`src/rtl/mac_pkg.sv`:
```
package mac_pkg;

    localparam int unsigned OFS_W = 6;

    typedef enum logic [1:0] {
        MD_UMUL = 2'd0,
        MD_SMUL = 2'd1,
        MD_UMAC = 2'd2,
        MD_SMAC = 2'd3
    } mac_mode_e;

    // word offsets from the window base
    localparam logic [OFS_W-1:0] OF_OP1_UMUL = 6'h00;
    localparam logic [OFS_W-1:0] OF_OP1_SMUL = 6'h02;
    localparam logic [OFS_W-1:0] OF_OP1_UMAC = 6'h04;
    localparam logic [OFS_W-1:0] OF_OP1_SMAC = 6'h06;
    localparam logic [OFS_W-1:0] OF_OP2      = 6'h08;
    localparam logic [OFS_W-1:0] OF_RES_LO   = 6'h0A;
    localparam logic [OFS_W-1:0] OF_RES_HI   = 6'h0C;
    localparam logic [OFS_W-1:0] OF_EXT      = 6'h0E;
    localparam logic [OFS_W-1:0] OF_W1_LO_U  = 6'h10;
    localparam logic [OFS_W-1:0] OF_W1_LO_S  = 6'h12;
    localparam logic [OFS_W-1:0] OF_W1_HI    = 6'h14;
    localparam logic [OFS_W-1:0] OF_W2_LO    = 6'h18;
    localparam logic [OFS_W-1:0] OF_W2_HI    = 6'h1A;
    localparam logic [OFS_W-1:0] OF_WRES0    = 6'h20;
    localparam logic [OFS_W-1:0] OF_WRES1    = 6'h22;
    localparam logic [OFS_W-1:0] OF_WRES2    = 6'h24;
    localparam logic [OFS_W-1:0] OF_WRES3    = 6'h26;
    localparam logic [OFS_W-1:0] OF_LAST     = 6'h2B;

    function automatic logic mode_signed(input mac_mode_e m);
        return (m == MD_SMUL) || (m == MD_SMAC);
    endfunction

    function automatic logic mode_accum(input mac_mode_e m);
        return (m == MD_UMAC) || (m == MD_SMAC);
    endfunction

endpackage

```
`src/rtl/mac_addr_dec.sv`:
```
module mac_addr_dec #(
    parameter int unsigned AW   = 16,
    parameter int unsigned BASE = 16'h0130
) (
    input  logic [AW-1:0]              addr,
    output logic                       in_win,
    output logic [mac_pkg::OFS_W-1:0]  ofs
);
    import mac_pkg::*;

    localparam logic [AW-1:0] LO_ADDR = AW'(BASE);
    localparam logic [AW-1:0] HI_ADDR = AW'(BASE + int'(OF_LAST));

    logic [AW-1:0] diff;

    always_comb begin
        diff   = addr - LO_ADDR;
        in_win = (addr >= LO_ADDR) && (addr <= HI_ADDR);
        ofs    = in_win ? diff[OFS_W-1:0] : '0;
    end

endmodule

```
`src/rtl/mac_mult_core.sv`:
```
module mac_mult_core #(
    parameter int unsigned W = 16
) (
    input  logic [W-1:0]   a,
    input  logic [W-1:0]   b,
    input  logic           sgn,
    output logic [2*W-1:0] prod
);
    localparam int unsigned PW = 2 * W;

    logic [PW-1:0] a_x;
    logic [PW-1:0] b_x;

    // extend to full product width; the low PW bits of the product are
    // then correct for both signed and unsigned operands
    always_comb begin
        a_x  = {{W{sgn & a[W-1]}}, a};
        b_x  = {{W{sgn & b[W-1]}}, b};
        prod = a_x * b_x;
    end

endmodule

```
`src/rtl/mac_bus_unit.sv`:
```
module mac_bus_unit #(
    parameter int unsigned AW   = 16,
    parameter int unsigned DW   = 16,
    parameter int unsigned BASE = 16'h0130
) (
    input  logic          clk,
    input  logic          rst_n,
    input  logic [AW-1:0] bus_addr,
    input  logic          bus_wr,
    input  logic [DW-1:0] bus_wdata,
    input  logic          bus_rd,
    output logic [DW-1:0] bus_rdata
);
    import mac_pkg::*;

    localparam int unsigned PW = 2 * DW;
    localparam int unsigned QW = 4 * DW;

    typedef struct packed {
        mac_mode_e     mode;
        logic [DW-1:0] op1;
        logic [PW-1:0] acc;
        logic [PW-1:0] res;
        logic          w_sgn;
        logic [PW-1:0] w_op1;
        logic [PW-1:0] w_op2;
        logic [QW-1:0] w_res;
        logic [DW-1:0] rdata;
    } st_t;

    st_t st_d, st_q;

    logic             in_win;
    logic [OFS_W-1:0] ofs;
    logic             wr_hit, rd_hit;
    logic [PW-1:0]    prod16;
    logic [QW-1:0]    prod32;
    logic [PW-1:0]    w_op2_full;
    logic [DW-1:0]    rd_mux;

    mac_addr_dec #(.AW(AW), .BASE(BASE)) u_dec (
        .addr   (bus_addr),
        .in_win (in_win),
        .ofs    (ofs)
    );

    assign wr_hit     = bus_wr & in_win;
    assign rd_hit     = bus_rd & in_win;
    assign w_op2_full = {bus_wdata, st_q.w_op2[DW-1:0]};

    mac_mult_core #(.W(DW)) u_mul16 (
        .a    (st_q.op1),
        .b    (bus_wdata),
        .sgn  (mode_signed(st_q.mode)),
        .prod (prod16)
    );

    mac_mult_core #(.W(PW)) u_mul32 (
        .a    (st_q.w_op1),
        .b    (w_op2_full),
        .sgn  (st_q.w_sgn),
        .prod (prod32)
    );

    // read multiplexer
    always_comb begin
        rd_mux = '0;
        unique case (ofs)
            OF_RES_LO: rd_mux = st_q.res[DW-1:0];
            OF_RES_HI: rd_mux = st_q.res[PW-1:DW];
            OF_EXT: begin
                if (st_q.mode == MD_SMUL)      rd_mux = {DW{st_q.res[PW-1]}};
                else if (st_q.mode == MD_SMAC) rd_mux = {DW{st_q.acc[PW-1]}};
                else                           rd_mux = '0;
            end
            OF_WRES0: rd_mux = st_q.w_res[DW-1:0];
            OF_WRES1: rd_mux = st_q.w_res[2*DW-1:DW];
            OF_WRES2: rd_mux = st_q.w_res[3*DW-1:2*DW];
            OF_WRES3: rd_mux = st_q.w_res[4*DW-1:3*DW];
            default:  rd_mux = '0;
        endcase
    end

    // next-state computation
    always_comb begin
        st_d       = st_q;
        st_d.rdata = rd_hit ? rd_mux : '0;
        if (wr_hit) begin
            unique case (ofs)
                OF_OP1_UMUL: begin st_d.op1 = bus_wdata; st_d.mode = MD_UMUL; end
                OF_OP1_SMUL: begin st_d.op1 = bus_wdata; st_d.mode = MD_SMUL; end
                OF_OP1_UMAC: begin st_d.op1 = bus_wdata; st_d.mode = MD_UMAC; end
                OF_OP1_SMAC: begin st_d.op1 = bus_wdata; st_d.mode = MD_SMAC; end
                OF_OP2: begin
                    if (mode_accum(st_q.mode)) begin
                        st_d.acc = st_q.acc + prod16;
                        st_d.res = st_q.acc + prod16;
                    end else begin
                        st_d.acc = '0;
                        st_d.res = prod16;
                    end
                end
                OF_RES_LO: begin
                    st_d.res = {{DW{mode_signed(st_q.mode) & bus_wdata[DW-1]}}, bus_wdata};
                    st_d.acc = {{DW{mode_signed(st_q.mode) & bus_wdata[DW-1]}}, bus_wdata};
                end
                OF_W1_LO_U: begin st_d.w_op1 = {{DW{1'b0}}, bus_wdata}; st_d.w_sgn = 1'b0; end
                OF_W1_LO_S: begin st_d.w_op1 = {{DW{1'b0}}, bus_wdata}; st_d.w_sgn = 1'b1; end
                OF_W1_HI:   st_d.w_op1 = {bus_wdata, st_q.w_op1[DW-1:0]};
                OF_W2_LO:   st_d.w_op2 = {{DW{1'b0}}, bus_wdata};
                OF_W2_HI: begin
                    st_d.w_op2 = w_op2_full;
                    st_d.w_res = prod32;
                end
                default: ;
            endcase
        end
    end

    always_ff @(posedge clk) begin
        if (!rst_n) begin
            st_q       <= '0;
            st_q.mode  <= MD_UMUL;
        end else begin
            st_q <= st_d;
        end
    end

    assign bus_rdata = st_q.rdata;

    // no read strobe, no data
    p_rd_idle_zero_r12: assert property (@(posedge clk) disable iff (!rst_n)
        !bus_rd |=> (bus_rdata == '0));

    // outside the window reads return zero
    p_out_window_zero_r11: assert property (@(posedge clk) disable iff (!rst_n)
        (bus_rd && !in_win) |=> (bus_rdata == '0));

    // plain multiply leaves the accumulator cleared
    p_mul_clears_acc_r4: assert property (@(posedge clk) disable iff (!rst_n)
        (wr_hit && ofs == OF_OP2 && !mode_accum(st_q.mode)) |=> (st_q.acc == '0));

    // operand-1 writes do not touch the result
    p_op1_no_compute_r8: assert property (@(posedge clk) disable iff (!rst_n)
        (wr_hit && (ofs == OF_OP1_UMUL || ofs == OF_OP1_SMUL ||
                    ofs == OF_OP1_UMAC || ofs == OF_OP1_SMAC)) |=> $stable(st_q.res));

    // low operand writes do not change the wide product
    p_wide_low_hold_r10: assert property (@(posedge clk) disable iff (!rst_n)
        (wr_hit && (ofs == OF_W2_LO || ofs == OF_W1_LO_U || ofs == OF_W1_LO_S))
        |=> $stable(st_q.w_res));

    // extension word is zero in the unsigned modes
    p_ext_unsigned_zero_r5: assert property (@(posedge clk) disable iff (!rst_n)
        (rd_hit && ofs == OF_EXT && !mode_signed(st_q.mode)) |=> (bus_rdata == '0));

endmodule

```
`config.mk`:
```
export PLATFORM = sky130hd
export DESIGN_NAME = mac_bus_unit
export DESIGN_NICKNAME = d
export VERILOG_FILES = /design/src/rtl/mac_pkg.sv /design/src/rtl/mac_addr_dec.sv /design/src/rtl/mac_mult_core.sv /design/src/rtl/mac_bus_unit.sv
export SDC_FILE = /design/constraint.sdc
export NUM_CORES = 2
export LEC_CHECK = 0
export ABC_AREA = 1
export BUFFER_PORTS_ARGS = -buffer_cell sky130_fd_sc_hd__buf_2
export CAP_MARGIN = 20
export CORE_MARGIN = 2
export CORE_UTILIZATION = 25
export DETAILED_ROUTE_END_ITERATION = 12
export GPL_TIMING_DRIVEN = 0
export PLACE_DENSITY = 0.36
export SLEW_MARGIN = 20
export SYNTH_ARGS = -nofsm -noshare
export SYNTH_HDL_FRONTEND = slang
export SYNTH_SLANG_ARGS = --single-unit
```
`constraint.sdc`:
```
create_clock -name clk -period 11.8 [get_ports clk]
set_input_delay 3.54 -clock clk [delete_from_list [all_inputs] [get_ports clk]]
set_output_delay 3.54 -clock clk [all_outputs]
set_load 0.05 [all_outputs]
```
## Word-level counts from Yosys, hierarchy flattened

Index checks and enable logic that the tools add are counted.

| word-level totals | value |
|---|---|
| register bits | 211 |
| bits of input ports | 36 |
| word-level logic and storage cells | 70 |

| cells by class | value |
|---|---|
| add/subtract/negate cells | 2 |
| multipliers | 2 |
| magnitude comparators | 2 |
| equality and inequality tests | 19 |
| mux-type cells | 10 |
| bitwise logic cells | 8 |
| reduce and logical (&&, ||, !) cells | 17 |

Operators with widths:

| kind | number |
|---|---|
| $pmux 64 s2 | 1 |
| $pmux 16 s7 | 1 |
| $pmux 18 s4 | 1 |
| $mul 33x33->64 | 1 |
| $mux 64 | 1 |
| $pmux 32 s2 | 1 |
| $add 32x32->32 | 1 |
| $mul 17x17->32 | 1 |
| $mux 16 | 2 |
| $pmux 16 s2 | 1 |
| $eq 6x5->1 const B | 5 |
| $eq 6x4->1 const B | 4 |
| $eq 6x6->1 const B | 4 |
| $ge 16x9->1 const B | 1 |
| $le 16x9->1 const B | 1 |
| $eq 6x3->1 const B | 2 |
| $reduce_and 2->1 | 6 |
| $and 1x1->1 | 6 |
| $eq 6x2->1 const B | 1 |
| $logic_not 6->1 | 1 |
| $mux 6 | 1 |
| $reduce_and 3->1 | 2 |
| $reduce_bool 2->1 | 3 |
| $sub 6x6->6 const B | 1 |
| 8 further kinds | 11 |

## Longest topological paths before layout

| depth | value |
|---|---|
| depth in word-level cells | 7 |
| mapped depth | 43 |
| depth with buffers taken out | 41 |

## Cells and area by module

From an unflattened synthesis, not the netlist that was laid out.

| unflattened totals | value |
|---|---|
| cells, all modules | 8303 |
| area total of the unflattened synthesis | 62618.8 um^2 |

By module, submodules not included:

| module | times used | cells each | area an instance (um^2) | sequential area each (um^2) |
|---|---|---|---|---|
| mac_mult_core at u_mul32 | 1 | 5164 | 40346.2 | 0.0 |
| mac_mult_core at u_mul16 | 1 | 1537 | 11429.7 | 0.0 |
| mac_bus_unit | 1 | 1564 | 10674.0 | 4224.1 |
| mac_addr_dec | 1 | 38 | 168.9 | 0.0 |

## Least setup slack after synthesis

OpenSTA, ideal clock, no wires.

| path | value |
|---|---|
| path type | input to register |
| start | in bus_wdata[11] |
| end | reg st_q[168] (netlist name) |
| library setup time | 0.109 ns |
| arrival time | 10.069 ns |
| path slack | 1.621 ns |
| stages | 30 |
| buffers on the path | 3 |
| cell sequence | clkbuf_1 clkbuf_1 buf_1 nand2_1 fa_1 inv_1 fa_1 fa_1 fa_1 fa_1 inv_1 fa_1 inv_1 ha_1 nand2_1 nor2_1 inv_1 o211ai_1 a21oi_1 xnor2_1 ha_1 a21oi_1 a21boi_0 a21boi_0 nand3_1 xor2_1 a31oi_1 nand2_1 nand2_1 inv_1 |

| between the ends | value |
|---|---|
| cells in the longest elaborated chain, start to end | 4 |

Ends and longest elaborated chain:

| item | line | source |
|---|---|---|
| from (decl) | mac_bus_unit.sv:10 | `input logic [DW-1:0] bus_wdata,` |
| $mul 17x17->32 (*) | mac_mult_core.sv:19 | `prod = a_x * b_x;` |
| $add 32x32->32 | mac_bus_unit.sv:97 | `st_d.res = st_q.acc + prod16;` |
| $mux 64 (*) | mac_bus_unit.sv:95 | `if (mode_accum(st_q.mode)) begin` |
| $pmux 64 s2 (*) | mac_bus_unit.sv:89 | `unique case (ofs)` |
| to (signal assigned) | mac_bus_unit.sv:125 | `st_q <= st_d;` |
| to (decl) | mac_bus_unit.sv:31 | `st_t st_d, st_q;` |

Every way passes the cells marked *; elsewhere a longest branch is shown, timed or not.
A chain may end at the register's enable or synchronous reset.

## Worst setup path after layout

| path | value |
|---|---|
| start | in bus_wdata[2] |
| end | reg st_q[65] (netlist name) |

| between the ends | value |
|---|---|
| cells in the longest elaborated chain, start to end | 1 |

Ends and longest elaborated chain:

| item | line |
|---|---|
| $mul 33x33->64 | mac_mult_core.sv:19 |

Every way passes these cells.

==> Implementation_results.wiki <==
{| class="wikitable"
! Metric !! Value
|-
| Setup-violating endpoint count in the final report || 0
|-
| Critical-path cell with the highest stage delay || sky130_fd_sc_hd__fa_1
|-
| H-tree depth reported by CTS || 1
|-
| Critical path cell sequence || buf_2, buf_2, clkbuf_2, nand2_1, fa_1, inv_1, fa_1, inv_1, fa_1, fa_1, fa_1, fa_1, fa_1, fa_1, inv_1, ha_1, a21oi_1, o21ai_0, o21bai_1, nor2_1, nand3_1, a21o_1, or2_2, a21oi_1
|-
| First-pass detailed-route iteration total || 5
|-
| Buffers from clock root to sink, at most || 3
|-
| Synthesized area divided by synthesized cell count || 7.827 µm²
|-
| Result of the run || finished, final reports clean
|-
| Count of mapped cells out of synthesis || 7,763
|-
| Portion of synthesized cell area occupied by the leading cell type || 0.4639
|-
| Area delta synth->final || 9.473%
|-
| Leakage || around 33 nW
|-
| Die Ht || slightly below 500 µm
|-
| Endpoint, Worst Hold || st_q[27]
|-
| Biggest area consumer among synthesized cells || sky130_fd_sc_hd__fa_1
|-
| Int Power || about 0.0013 W
|-
| Worst-margin pin slew || 1.291 ns
|-
| Fillers || 26,600
|-
| Commonest non-fill, non-tap cells in the layout || sky130_fd_sc_hd__inv_1 (2,142), sky130_fd_sc_hd__nand2_1 (1,782), sky130_fd_sc_hd__fa_1 (1,405)
|-
| Port buffer count || 43
|-
| Number of buffers created by CTS || 28
|-
| Routability-driven placement congestion ratio || 0.9615
|-
| Die outline area || 247,000 µm²
|-
| Maximum number of pins on one net before global-route repair || 22
|-
| Worst hold path startpoint || st_q[27]
|-
| Number of register bits inferred by synthesis || 211
|-
| Netlist area before placement || 60,760 µm²
|-
| TritonCTS clock tree || built
|-
| Net count after synthesis || 9,537
|-
| Sink Count || 211
|-
| Number of vias in the routed layout || roughly 50,000
|-
| Register-to-register path setup slack || 2.08 ns
|-
| Proportion of power drawn by the clock network || 0.496
|-
| Depth of the worst register-to-register path || 23
|-
| Kind of start point of the critical path || primary input
|-
| Layout cells sized above 1 || 0.03787
|-
| Total half-perimeter wirelength after legalization and detailed placement || 252,800 µm
|-
| Most frequent standard cell in the layout excluding fill and tap cells || sky130_fd_sc_hd__inv_1
|-
| Reg2Reg Capture Point || st_q[65]
|-
| First-pass GRT wire length || 419,800 µm
|-
| Switching power of the nets || 0.0005776 W
|-
| Clock insertion delay at the later pin of the skew report || ~0.62 ns
|-
| Count of buffers added by post-CTS timing repair for setup || 0
|-
| Number of pins with negative max-slew slack in the final report || 0
|-
| Longest individual stage delay on the worst path || 0.67 ns
|-
| Worst Hold Class || flop to flop
|-
| Async set or reset register ratio after synthesis || 0
|-
| Proportion of synthesized chip area in sequential cells || 0.06952
|-
| Unrepaired setup endpoints after global routing || no
|-
| Sw Ratio || 0.3129
|-
| Most crowded layer after global routing || met2
|-
| All-Layer GR Usage || 0.2394
|-
| Final critical-path required period || 11.63 ns
|-
| Initial antenna violation count || 21
|-
| Die Span X || a little under 500 µm
|-
| Clock-pin slew reported for the worst setup and hold paths after clock tree synthesis || 0.06 ns
|-
| Number of antenna-violating nets in the routed design || 0
|-
| Met3 usage || 0.02595
|-
| Iteration-0 DRC Markers || 4,339
|-
| Number of global-route vias before repair || 54,470
|-
| Worst setup slack before clock tree synthesis || -1.469 ns
|-
| Critical Path Fanout Max || 10
|-
| Yosys Warn Count || 0
|-
| Final critical-path setup slack || about 0.17 ns
|-
| Number of library cell types mapped by synthesis || 51
|-
| Highest Clock Rate || 0.08599 GHz
|-
| Top FF cell, synth || sky130_fd_sc_hd__dfxtp_1
|-
| Core ar. || between 200,000 and 250,000 µm²
|-
| Number of core rows || 180
|-
| Number of failing hold endpoints at the final stage || 0
|-
| Relative slew slack || 0.1392
|-
| Critical path required time || 12.31 ns
|-
| Count of buffer and inverter cells on the critical path || 6
|-
| Cell type group with the largest total delay on the critical path || adder cells
|-
| Critical Path End Type || flop
|-
| Sum of routed wire length over all layers || 295,400 µm
|-
| Signal arrival time at the worst endpoint || 12.14 ns
|-
| Hold Path Stages || 2
|-
| Top post-synthesis cells by area || sky130_fd_sc_hd__fa_1 (46%), sky130_fd_sc_hd__inv_1 (13%), sky130_fd_sc_hd__nand2_1 (11%), sky130_fd_sc_hd__dfxtp_1 (7.0%), sky130_fd_sc_hd__ha_1 (6.8%)
|-
| Cell chosen for the clock root || sky130_fd_sc_hd__clkbuf_16
|-
| Max-capacitance violation count || 0
|-
| Proportion of power drawn by combinational gates || 0.118
|-
| Layout Nets || 9,621
|-
| Number of primary I/O pins || 52
|-
| Routed length per placed instance || 26.70 µm
|-
| Final critical-path share of the clock period || 0.9856
|-
| Met2 Use GR || 0.3842
|-
| Number of vias per cell || 4.605
|-
| Type of the worst setup path || primary input to flop
|-
| DRC violations left || 0
|-
| Overall power || approximately 0.0018 W
|-
| Worst reg2reg startpoint || st_q[143]
|-
| Final design utilization || 0.2758
|-
| Flop pwr share || 0.386
|-
| Fraction of met1 tracks used by global routing || 0.3446
|-
| Worst Clk Skew || 0.04506 ns
|-
| Library cell appearing most often on the critical path || sky130_fd_sc_hd__fa_1
|-
| Power density normalized to cell area || 27.75 nW/µm²
|-
| Count of flip-flops with a built-in enable after synthesis || 0
|-
| Maximum ir drop on the vdd rail || approximately 0.11 mV
|-
| GRT Residual Overflow || 0
|-
| Effective utilization at floorplan || 0.2519
|}
## cell usage after synthesis (4+ instances only)
library cell                number
sky130_fd_sc_hd__or2_2          25
sky130_fd_sc_hd__o211ai_1       28
sky130_fd_sc_hd__a21o_1         13
sky130_fd_sc_hd__nand3b_1        6
sky130_fd_sc_hd__buf_1          27
sky130_fd_sc_hd__nor2_1        359
sky130_fd_sc_hd__xnor2_1        48
sky130_fd_sc_hd__o21bai_1       20
sky130_fd_sc_hd__a21oi_1       328
sky130_fd_sc_hd__a31oi_1        17
sky130_fd_sc_hd__nand2_1      1782
sky130_fd_sc_hd__clkbuf_1      336
sky130_fd_sc_hd__nor3_1         25
sky130_fd_sc_hd__nand4_1        30
sky130_fd_sc_hd__fa_1         1408
sky130_fd_sc_hd__o2111ai_1       6
sky130_fd_sc_hd__buf_2          24
sky130_fd_sc_hd__xor2_1         50
sky130_fd_sc_hd__a21boi_0        9
sky130_fd_sc_hd__o21ai_0       271
sky130_fd_sc_hd__inv_2           8
sky130_fd_sc_hd__o211a_1        17
sky130_fd_sc_hd__ha_1          330
sky130_fd_sc_hd__o21ai_1        28
sky130_fd_sc_hd__a211oi_1        7
sky130_fd_sc_hd__nor4_1          8
sky130_fd_sc_hd__nand3_1       143
sky130_fd_sc_hd__inv_1        2145
sky130_fd_sc_hd__nor2_2          4
sky130_fd_sc_hd__dfxtp_1       211
sky130_fd_sc_hd__buf_4          18
## how the worst max path moves through the flow
stage / start / end / slack (ns) / cells after the start
floorplan: bus_wdata[11] / st_q[168] / 1.62 / 30
global placement: bus_wdata[5] / st_q[176] / -1.96 / 28
detailed placement: bus_wdata[5] / st_q[69] / -1.47 / 24
CTS: bus_wdata[9] / st_q[69] / 0.006 / 22
global route: bus_wdata[5] / st_q[65] / 0.001 / 24
finish: bus_wdata[2] / st_q[65] / 0.17 / 24
## tightest hold or removal path: cells and delay by family, from the launching register on
kind	cells	cell delay, ns
DFF	1	0.29
AOI/OAI and AO/OA	1	0.06
buffers and inverters	1	0.05
## sequential cells by signal, summed over array words and instances (netlist names)
| signal | flops |
|---|---|
| bus_rdata | 16 |
| st_q | 195 |
## layer usage
metal  wire, µm  vias to the layer above
met5         36                        -
met4       7908                        6
met3      16840                      243
met2     133100                     1553
met1     137400                    26630
li1           -                    22490
## through the flow
| stage | std cells | area [µm²] | TNS [ns] | hold slack (ns) |
|---|---|---|---|---|
| 6_report | 11060 | 66510 | 0 | 0.4526 |
| 3_3_place_gp | 10990 | 64960 | -104.64 | 0.4402 |
| 5_1_grt | 11050 | 66500 | 0 | 0.4688 |
| 2_1_floorplan | 7763 | 60760 | 0 | 0.4237 |
| 4_1_cts | 11060 | 66420 | 0 | 0.4498 |
| 3_5_place_dp | 11010 | 65370 | -54.33 | 0.4414 |
## power by group through the flow
| stage | combinational (W) | clock, W | sequential, W |
|---|---|---|---|
| 2_1_floorplan | 0.0000589 | 0 | 0.000728 |
| 3_3_place_gp | 0.000202 | 0 | 0.000728 |
| 3_5_place_dp | 0.000214 | 0 | 0.000728 |
| 4_1_cts | 0.000217 | 0.000932 | 0.000712 |
| 5_1_grt | 0.000219 | 0.000957 | 0.000712 |
| 6_report | 0.000219 | 0.000915 | 0.000712 |
## timing repair
item                       4_1_cts  5_1_grt
hold buffers                     0        0
resized for setup               36       59
hold endpoints to repair         0        0
setup endpoints to repair       55       38
pin swaps                        0        0
## final cells by class
cell class / instances / area, µm² / area share
Antenna cell: 7 / 17.52 / 0.0002634
Buffer: 402 / 1787 / 0.02686
Clock buffer: 36 / 800.8 / 0.01204
Clock inverter: 15 / 156.4 / 0.002351
Inverter: 2154 / 8097 / 0.1217
Multi-Input combinational cell: 4993 / 46900 / 0.7051
Sequential cell: 211 / 4224 / 0.06351
Tap cell: 3185 / 3985 / 0.05991
Timing Repair Buffer: 57 / 549.3 / 0.008258
## logic make-up after synthesis
logic type                 Yosys count  synth area share
adders and majority gates         1738            0.5319
AOI/OAI and AO/OA                  757           0.06839
buffers and inverters             2559            0.1597
DFF                                211           0.06952
and+or+nand+nor                   2400            0.1564
xor gates and xnor gates            98           0.01413
Note: power is estimated with default switching activity, not from simulation.
